File: src/rtl/nibble_exec_pkg.sv
package nibble_exec_pkg;

  localparam int NIB_W     = 4;
  localparam int INSTR_W   = 16;
  localparam int NUM_GPR   = 3;
  localparam int NUM_PORTS = 4;
  localparam int OP_W      = 4;

  localparam logic [OP_W-1:0] OP_LDI  = 4'h0;
  localparam logic [OP_W-1:0] OP_NAND = 4'h1;
  localparam logic [OP_W-1:0] OP_LDW  = 4'h2;
  localparam logic [OP_W-1:0] OP_LDA  = 4'h3;
  localparam logic [OP_W-1:0] OP_OUTA = 4'h4;
  localparam logic [OP_W-1:0] OP_OUTB = 4'h5;
  localparam logic [OP_W-1:0] OP_OUTC = 4'h6;
  localparam logic [OP_W-1:0] OP_LDR  = 4'h7;
  localparam logic [OP_W-1:0] OP_CMP  = 4'h8;
  localparam logic [OP_W-1:0] OP_OUTD = 4'h9;
  localparam logic [OP_W-1:0] OP_STW  = 4'hA;
  localparam logic [OP_W-1:0] OP_SUB  = 4'hB;

  typedef enum logic [2:0] {
    SRC_IMM, SRC_ACC, SRC_RA, SRC_RB, SRC_RC, SRC_RAM
  } src_e;

  typedef enum logic [1:0] {
    FN_PASS, FN_NAND, FN_SUB
  } fn_e;

  typedef struct packed {
    logic                 accWr;
    fn_e                  aluFn;
    src_e                 srcSel;
    logic                 flagZWr;
    logic                 flagCWr;
    logic [NUM_GPR-1:0]   regWr;
    logic                 regFromAcc;
    logic [NUM_PORTS-1:0] portWr;
    logic                 ramWr;
    logic                 ramIndirect;
  } ctrl_t;

endpackage

File: src/rtl/nibble_exec_ctrl.sv
module nibble_exec_ctrl
  import nibble_exec_pkg::*;
(
  input  logic [INSTR_W-1:0] instrWord,
  output ctrl_t              ctrl
);

  logic            extBit;
  logic            modeBit;
  logic [1:0]      modSel;
  logic [OP_W-1:0] opField;
  logic            plainOk;
  logic            operandOk;
  logic            wordOk;
  logic            regPick;
  logic [NUM_GPR-1:0]   gprMask;
  logic [NUM_PORTS-1:0] portMask;

  assign extBit  = instrWord[15];
  assign modeBit = instrWord[14];
  assign modSel  = instrWord[13:12];
  assign opField = instrWord[11:8];

  // legal combinations per instruction class
  assign plainOk   = !extBit && !modeBit;
  assign operandOk = !extBit && (!modeBit || modSel == 2'd3);
  assign wordOk    = !extBit && modSel == 2'd0;
  assign regPick   = plainOk && modSel != 2'd0;

  assign gprMask = NUM_GPR'(1) << (modSel - 2'd1);

  always_comb begin
    case (opField)
      OP_OUTA: portMask = NUM_PORTS'(1);
      OP_OUTB: portMask = NUM_PORTS'(2);
      OP_OUTC: portMask = NUM_PORTS'(4);
      default: portMask = NUM_PORTS'(8);
    endcase
  end

  function automatic src_e operandOf(input logic [1:0] m);
    case (m)
      2'd0:    return SRC_IMM;
      2'd1:    return SRC_RA;
      2'd2:    return SRC_RB;
      default: return SRC_RAM;
    endcase
  endfunction

  function automatic src_e portSrcOf(input logic [1:0] m);
    case (m)
      2'd0:    return SRC_IMM;
      2'd1:    return SRC_ACC;
      2'd2:    return SRC_RA;
      default: return SRC_RAM;
    endcase
  endfunction

  function automatic src_e gprOf(input logic [1:0] m);
    case (m)
      2'd1:    return SRC_RA;
      2'd2:    return SRC_RB;
      default: return SRC_RC;
    endcase
  endfunction

  always_comb begin
    ctrl        = '0;
    ctrl.srcSel = SRC_IMM;
    ctrl.aluFn  = FN_PASS;
    case (opField)
      OP_LDI: begin
        if (plainOk) begin
          if (modSel == 2'd0) begin
            ctrl.accWr   = 1'b1;
            ctrl.flagZWr = 1'b1;
          end else begin
            ctrl.regWr = gprMask;
          end
        end
      end
      OP_NAND, OP_CMP, OP_SUB: begin
        if (operandOk) begin
          ctrl.srcSel      = modeBit ? SRC_RAM : operandOf(modSel);
          ctrl.aluFn       = (opField == OP_NAND) ? FN_NAND : FN_SUB;
          ctrl.accWr       = (opField != OP_CMP);
          ctrl.flagZWr     = 1'b1;
          ctrl.flagCWr     = (opField != OP_NAND);
          ctrl.ramIndirect = modeBit;
        end
      end
      OP_LDW: begin
        if (wordOk) begin
          ctrl.srcSel      = SRC_RAM;
          ctrl.accWr       = 1'b1;
          ctrl.flagZWr     = 1'b1;
          ctrl.ramIndirect = modeBit;
        end
      end
      OP_STW: begin
        if (wordOk) begin
          ctrl.ramWr       = 1'b1;
          ctrl.ramIndirect = modeBit;
        end
      end
      OP_LDA: begin
        if (regPick) begin
          ctrl.srcSel  = gprOf(modSel);
          ctrl.accWr   = 1'b1;
          ctrl.flagZWr = 1'b1;
        end
      end
      OP_LDR: begin
        if (regPick) begin
          ctrl.regWr      = gprMask;
          ctrl.regFromAcc = 1'b1;
        end
      end
      OP_OUTA, OP_OUTB, OP_OUTC, OP_OUTD: begin
        if (operandOk) begin
          ctrl.srcSel      = modeBit ? SRC_RAM : portSrcOf(modSel);
          ctrl.portWr      = portMask;
          ctrl.ramIndirect = modeBit;
        end
      end
      default: ;
    endcase
  end

endmodule

File: src/rtl/nibble_exec_alu.sv
module nibble_exec_alu
  import nibble_exec_pkg::*;
#(
  parameter int DATA_W = NIB_W
) (
  input  logic [DATA_W-1:0] opA,
  input  logic [DATA_W-1:0] opB,
  input  fn_e               aluFn,
  output logic [DATA_W-1:0] result,
  output logic              carryOut
);

  localparam int SUM_W = DATA_W + 1;

  logic             invB;
  logic [SUM_W-1:0] sumFull;

  // one adder serves both add and subtract; subtract inverts B and adds one
  assign invB    = (aluFn == FN_SUB);
  assign sumFull = {1'b0, opA} + {1'b0, opB ^ {DATA_W{invB}}} + SUM_W'(invB);
  // carry for add, borrow (no carry) for subtract
  assign carryOut = sumFull[DATA_W] ^ invB;

  always_comb begin
    case (aluFn)
      FN_NAND: result = ~(opA & opB);
      FN_SUB:  result = sumFull[DATA_W-1:0];
      default: result = opB;
    endcase
  end

endmodule

File: src/rtl/nibble_exec_dp.sv
module nibble_exec_dp
  import nibble_exec_pkg::*;
#(
  parameter int DATA_W = NIB_W
) (
  input  logic                              clk,
  input  logic                              rst,
  input  ctrl_t                             ctrl,
  input  logic [DATA_W-1:0]                 immVal,
  input  logic [DATA_W-1:0]                 ramRdData,
  output logic [DATA_W-1:0]                 accQ,
  output logic [NUM_GPR-1:0][DATA_W-1:0]    gprQ,
  output logic [NUM_PORTS-1:0][DATA_W-1:0]  portQ,
  output logic                              carryFlag,
  output logic                              zeroFlag,
  output logic [DATA_W-1:0]                 ramWrData
);

  logic [DATA_W-1:0] srcVal;
  logic [DATA_W-1:0] aluRes;
  logic              aluCarry;
  logic [DATA_W-1:0] gprIn;

  always_comb begin
    case (ctrl.srcSel)
      SRC_ACC: srcVal = accQ;
      SRC_RA:  srcVal = gprQ[0];
      SRC_RB:  srcVal = gprQ[1];
      SRC_RC:  srcVal = gprQ[2];
      SRC_RAM: srcVal = ramRdData;
      default: srcVal = immVal;
    endcase
  end

  nibble_exec_alu #(.DATA_W(DATA_W)) u_alu (
    .opA      (accQ),
    .opB      (srcVal),
    .aluFn    (ctrl.aluFn),
    .result   (aluRes),
    .carryOut (aluCarry)
  );

  always_ff @(posedge clk) begin
    if (rst) begin
      accQ      <= '0;
      carryFlag <= 1'b0;
      zeroFlag  <= 1'b0;
    end else begin
      if (ctrl.accWr)   accQ      <= aluRes;
      if (ctrl.flagZWr) zeroFlag  <= (aluRes == '0);
      if (ctrl.flagCWr) carryFlag <= aluCarry;
    end
  end

  assign gprIn = ctrl.regFromAcc ? accQ : immVal;

  for (genvar g = 0; g < NUM_GPR; g++) begin : g_gpr
    always_ff @(posedge clk) begin
      if (rst)                gprQ[g] <= '0;
      else if (ctrl.regWr[g]) gprQ[g] <= gprIn;
    end
  end

  for (genvar p = 0; p < NUM_PORTS; p++) begin : g_port
    always_ff @(posedge clk) begin
      if (rst)                 portQ[p] <= '0;
      else if (ctrl.portWr[p]) portQ[p] <= srcVal;
    end
  end

  assign ramWrData = accQ;

endmodule

File: src/rtl/nibble_exec_core.sv
module nibble_exec_core
  import nibble_exec_pkg::*;
(
  input  logic               clk,
  input  logic               rst,
  input  logic [INSTR_W-1:0] instrWord,
  input  logic [NIB_W-1:0]   ramRdData,
  output logic               ramIndirect,
  output logic               ramWrEn,
  output logic [NIB_W-1:0]   ramWrData,
  output logic [NIB_W-1:0]   accQ,
  output logic [NIB_W-1:0]   regA,
  output logic [NIB_W-1:0]   regB,
  output logic [NIB_W-1:0]   regC,
  output logic               carryFlag,
  output logic               zeroFlag,
  output logic [NIB_W-1:0]   portA,
  output logic [NIB_W-1:0]   portB,
  output logic [NIB_W-1:0]   portC,
  output logic [NIB_W-1:0]   portD
);

  ctrl_t                            ctrl;
  logic [NUM_GPR-1:0][NIB_W-1:0]    gprQ;
  logic [NUM_PORTS-1:0][NIB_W-1:0]  portQ;

  nibble_exec_ctrl u_ctrl (
    .instrWord (instrWord),
    .ctrl      (ctrl)
  );

  nibble_exec_dp #(.DATA_W(NIB_W)) u_dp (
    .clk       (clk),
    .rst       (rst),
    .ctrl      (ctrl),
    .immVal    (instrWord[NIB_W-1:0]),
    .ramRdData (ramRdData),
    .accQ      (accQ),
    .gprQ      (gprQ),
    .portQ     (portQ),
    .carryFlag (carryFlag),
    .zeroFlag  (zeroFlag),
    .ramWrData (ramWrData)
  );

  assign ramWrEn     = ctrl.ramWr;
  assign ramIndirect = ctrl.ramIndirect;
  assign regA  = gprQ[0];
  assign regB  = gprQ[1];
  assign regC  = gprQ[2];
  assign portA = portQ[0];
  assign portB = portQ[1];
  assign portC = portQ[2];
  assign portD = portQ[3];

endmodule

File: config.mk
export PLATFORM = sky130hd
export DESIGN_NAME = nibble_exec_core
export DESIGN_NICKNAME = d
export VERILOG_FILES = /design/src/rtl/nibble_exec_pkg.sv /design/src/rtl/nibble_exec_ctrl.sv /design/src/rtl/nibble_exec_alu.sv /design/src/rtl/nibble_exec_dp.sv /design/src/rtl/nibble_exec_core.sv
export SDC_FILE = /design/constraint.sdc
export NUM_CORES = 1
export LEC_CHECK = 0
export ABC_AREA = 1
export BUFFER_PORTS_ARGS = -buffer_cell sky130_fd_sc_hd__buf_2
export CAP_MARGIN = 30
export CORE_MARGIN = 2
export CORE_UTILIZATION = 29
export DETAILED_ROUTE_END_ITERATION = 12
export PLACE_DENSITY = 0.57
export SYNTH_ARGS = -nofsm -noshare
export SYNTH_HDL_FRONTEND = slang
export SYNTH_SLANG_ARGS = --single-unit
File: constraint.sdc
create_clock -name clk -period 6.5 [get_ports clk]
set_clock_uncertainty 0.05 [all_clocks]
set_input_delay 1.95 -clock clk [delete_from_list [all_inputs] [get_ports clk]]
set_output_delay 1.95 -clock clk [all_outputs]
set_load 0.01 [all_outputs]
### Word level (Yosys, flattened, before mapping)

Index checks and enable logic that the tools add are counted.

| cells by class | value |
|---|---|
| shift-type cells | 1 |
| equality and inequality tests | 23 |
| add/sub/neg operators | 3 |
| reductions and logical operators | 14 |
| bitwise logic cells | 4 |
| muxes and demuxes | 35 |

Operator list:

| operator | count |
|---|---|
| 2-to-1 mux 4 bit | 6 |
| one-hot mux 4 bit (5 select lines) | 1 |
| one-hot mux 3 bit (3 select lines) | 2 |
| == test 4 x 3 -> 1 bit (second input constant) | 4 |
| == test 4 bit (second input constant) | 4 |
| 2-to-1 mux 3 bit | 5 |
| one-hot mux 3 bit (2 select lines) | 2 |
| one-hot mux 3 bit (4 select lines) | 1 |
| one-hot mux 4 bit (3 select lines) | 1 |
| 2-to-1 mux 1 bit | 9 |
| == test 4 x 2 -> 1 bit (second input constant) | 2 |
| logical NOT 4 bit | 2 |
| 2-to-1 mux 8 bit | 1 |
| one-hot mux 1 bit (4 select lines) | 2 |
| one-hot mux 4 bit (2 select lines) | 1 |
| OR reduction 7 bit | 1 |
| == test 2 bit (second input constant) | 3 |
| == test 3 x 2 -> 1 bit (second input constant) | 2 |
| == test 3 bit (second input constant) | 2 |
| 2-to-1 mux 2 bit | 3 |
| adder 4 x 4 -> 5 bit | 1 |
| adder 5 x 1 -> 5 bit | 1 |
| bitwise AND 4 bit | 1 |
| == test 2 x 1 -> 1 bit (second input constant) | 2 |
| 17 further kinds | 21 |

| word-level totals | value |
|---|---|
| register bits | 34 |
| input bits | 22 |
| logic and storage cells | 90 |
| output and inout bits | 40 |

### Depth between registers and ports, before layout

| depth | value |
|---|---|
| word-level depth | 12 |
| depth in mapped cells | 29 |
| gate-level depth less buffers | 29 |

### Cells and area by module

Synthesis repeated with hierarchy kept, for this count alone.

| second synthesis, totals | value |
|---|---|
| cells, all modules | 393 |
| area total of the unflattened synthesis | 2508.7 µm² |

Modules (own cells, without submodules):

| module | seq. area each (µm²) | cells each | times used | area an instance (µm²) |
|---|---|---|---|---|
| nibble_exec_dp | 680.7 | 249 | 1 | 1691.6 |
| nibble_exec_ctrl | 0.0 | 89 | 1 | 466.7 |
| nibble_exec_alu | 0.0 | 55 | 1 | 350.3 |

### Worst setup path after synthesis

OpenSTA, ideal clock, no wires.

| timing path | value |
|---|---|
| path kind | in2out |
| from | input port instrWord[12] |
| to | output port ramIndirect |
| required time | 4.500 ns |
| path buffers | 0 |
| data arrival time | 3.172 ns |
| setup slack | 1.328 ns |
| stages on the path | 8 |
| cell sequence | inv_1 ha_1 inv_1 nor2_1 inv_1 a21oi_1 nor3_1 a2111oi_0 |

| on the way | value |
|---|---|
| word-level cells in the longest chain between the ends | 5 |
| elaborated cells between the ends (all ways) | 9 |
| classes of those cells | eq/ne: 1; mux: 4; reduce/logical: 4 |

Ends and longest elaborated chain:

| item | RTL line | source |
|---|---|---|
| start, declared | nibble_exec_core.sv:6 | `input logic [INSTR_W-1:0] instrWord,` |
| == test 2 bit | nibble_exec_ctrl.sv:26 | `assign operandOk = !extBit && (!modeBit \|\| modSel == 2'd3);` |
| logical OR 1 bit | nibble_exec_ctrl.sv:26 |  |
| logical AND 1 bit | nibble_exec_ctrl.sv:26 |  |
| 2-to-1 mux 1 bit | nibble_exec_ctrl.sv:83, nibble_exec_ctrl.sv:120 |  |
| one-hot mux 1 bit (3 select lines) (*) | nibble_exec_ctrl.sv:71 | `case (opField)` |
| end, declared | nibble_exec_core.sv:8 | `output logic ramIndirect,` |

Every way passes the cells marked *; elsewhere a longest branch is shown, timed or not.

### Worst setup path in the final report

Ends and elaborated chain as after synthesis.

==> impl_results.md <==
- Ports: 62
- Wire per inst: around 12 um
- # rows: 32
- CTS H-Tree Depth: 2
- Fin area: about 0.0028 mm2
- Vias per cell: approximately 4.6
- Fin cells: 520
- CP Capture Type: output port
- Crit-path max FO: 4
- Vias in the first global route: ~2,200
- Sink Count: 34
- VDD IR max: roughly 120 uV
- Antenna Nets Post-Route: 0
- Antenna fix cells: 0
- Fin worst setup slack: between 1000 and 1500 ps
- Area fraction of the dominant cell type after synthesis: a little under 30%
- Final setup TNS: 0 ps
- Core Util, Final: between 30% and 40%
- Status: finished clean
- Grt ovf: 0
- DIE AREA: slightly below 0.009 mm2
- Initial antenna violation count: 0
- RSZ-0062 raised after global routing: no
- Final hold vios: 0
- Synthesis-to-layout area growth: 19.3%
- Flops & latches, synth: 34
- Pwr Total: 0.489 mW
- Layout cell share with drive strength beyond 1: a little under a quarter
- Net count, final: ~450
- Drt total wl: 6250 um
- Post-DP Area: between 0.002 and 0.003 mm2
- First-pass detailed-route iteration total: 5
- Worst hold slack: around 430 ps
- # DRC: 0
- Die Height: between 90 and 100 um
- Syn nets: about 400
- Post-Syn Area: 0.00236 mm2
- Post-synth EDFFs: 0
- MaxCap Viol Count: 0
- DRT iter0 DRCs: 95
- Dpl ws: about 980 ps
- Setup Crit Path Kind: input pin to output port
- Grt peak-use layer: met2
- DR vias: about 2,400
- Worst setup SP type: input pin
- CTS buffer count: 5
- Static leakage: about 1.4 nW
- Die width: 94.3 um
- Hold path cells: 2
- Sequential share of the synthesized area: 28.8%
- Core area: about 0.0078 mm2
- CTS tree: built
- Setup crit start: instrWord[12]
- Initial Util: a little under a third
- Hold crit path type: flip-flop to flip-flop
- Cells after synthesis: 361
- CTS Hold Bufs: 0
- Largest area contributor in the netlist: dfxtp_1
- Reg2reg path depth: 19
- Post-synthesis async set-or-reset flop share: 0%
- Global-route wire length before repair: 10,300 um
- M3 GR Usage: under 10%
- Post-CTS resize count: 0
- Setup Viol. Count Final: 0
- Syn. warnings: 0
- Worst EP arrival: roughly 3300 ps
- PortBufs: 57
- WP data required: around 4500 ps
- Fin. max-slew vios: 0
- Headroom to the max-slew limit: between 50 and 60%
- Synth top area cells: dfxtp_1 (29%), nand2_1 (9.5%), nor2_1 (7.9%), o21ai_0 (7.8%), inv_1 (7.6%)
- Worst-Margin Slew: around 680 ps
- Setup bufs post-CTS: 0
- Cell area power density: ~170 mW/mm2
- Fin crit share: 82.0%
- Largest net degree at the start of global routing: 30
- Overall Global Routing Usage: around 15%
- Syn_area_per_cell: ~6.5 um2
- Min Tclk post-route: 5330 ps
- GRT met2 Usage: 24.0%
- DP HPWL: between 5000 and 6000 um
- Routability congestion estimate: between 0.8 and 0.9
- Worst skew pair latency: around 290 ps
- Max Freq: ~190 MHz
- CTS Buffer Depth: 2
- CTS clk-pin slew, worst paths: ~70 ps
- DP Cell Count: 512
- R2r startpoint: u_dp.accQ[1]
- Yosys cell types: 35
- Hold path start: u_dp.gprQ[1]
- Met1 usage: about a fifth
- CTS Root Cell: clkbuf_8
- Synth Flop Type: dfxtp_1
==> state kept, by name, indices dropped and copies added (netlist names) <==
signal,count
u_dp.gprQ,12
u_dp.carryFlag,1
u_dp.zeroFlag,1
u_dp.accQ,4
u_dp.portQ,16
==> cell usage in the layout, fill, tap and decap left out, types with 3 or more instances in the layout <==
cell type   n
o21ai_0    37
buf_2      57
ha_1       12
nor2_4      5
inv_1      48
nand3_1    19
dfxtp_1    34
inv_2       7
nor2_2      4
xor2_1      4
nand2_2     8
nor2_1     50
nand4_1     7
nand2_1    60
o22ai_1     3
clkbuf_8    6
a21oi_1    34
nor3_1      3
==> final cells by class <==
type,count,area [um2]
fill,875,4990
tap,102,128
timing repair buffer,57,285
clock buffer,6,82.6
inverter,56,210
multi-input combinational,263,1420
sequential,34,681
clock inverter,2,12.5
==> layer usage <==
layer,routed length [um],vias to the layer above
met5,0,-
li1,-,1284
met3,341,2
met4,19,0
met2,2810,54
met1,3080,1045
==> path summary, 6_finish.rpt <==
path | endpoint | slack (ps)
min reg2reg | u_dp.gprQ[1] | 430
max reg2reg | u_dp.zeroFlag | 3850
max | ramIndirect | 1170
min | u_dp.gprQ[1] | 430
==> where the power goes <==
| part | leakage, nW | internal, mW | switching [mW] |
|---|---|---|---|
| clock network | 0.0472 | 0.0852 | 0.0814 |
| logic | 1.10 | 0.0366 | 0.0699 |
| registers | 0.275 | 0.212 | 0.00366 |
==> critical path, stage by stage <==
cell	delay, ps
buf_2	130
inv_1	100
ha_1	220
inv_1	80
nor2_1	80
inv_1	90
a21oi_1	130
nor3_1	60
a2111oi_0	280
buf_2	200
==> cell usage after synthesis (all sizes together), types with 3 or more instances <==
cell / n
nand2: 69
nor2: 59
inv: 55
o21ai: 38
a21oi: 34
dfxtp: 34
nand3: 22
ha: 12
nand4: 7
buf: 5
xor2: 4
clkbuf: 3
nor3: 3
o22ai: 3
or2: 3
==> cells by family (layout without fill, tap and decap cells) <==
logic type | count (synthesis) | after routing | share of synthesized area [%]
fa+ha+maj | 13 | 13 | 7.20
flops | 34 | 34 | 28.8
simple gates | 165 | 165 | 33.2
xor+xnor | 4 | 4 | 1.48
compound gates | 81 | 81 | 18.2
buf+inv | 64 | 121 | 11.1
No activity file was read; power rests on OpenSTA's default activity.
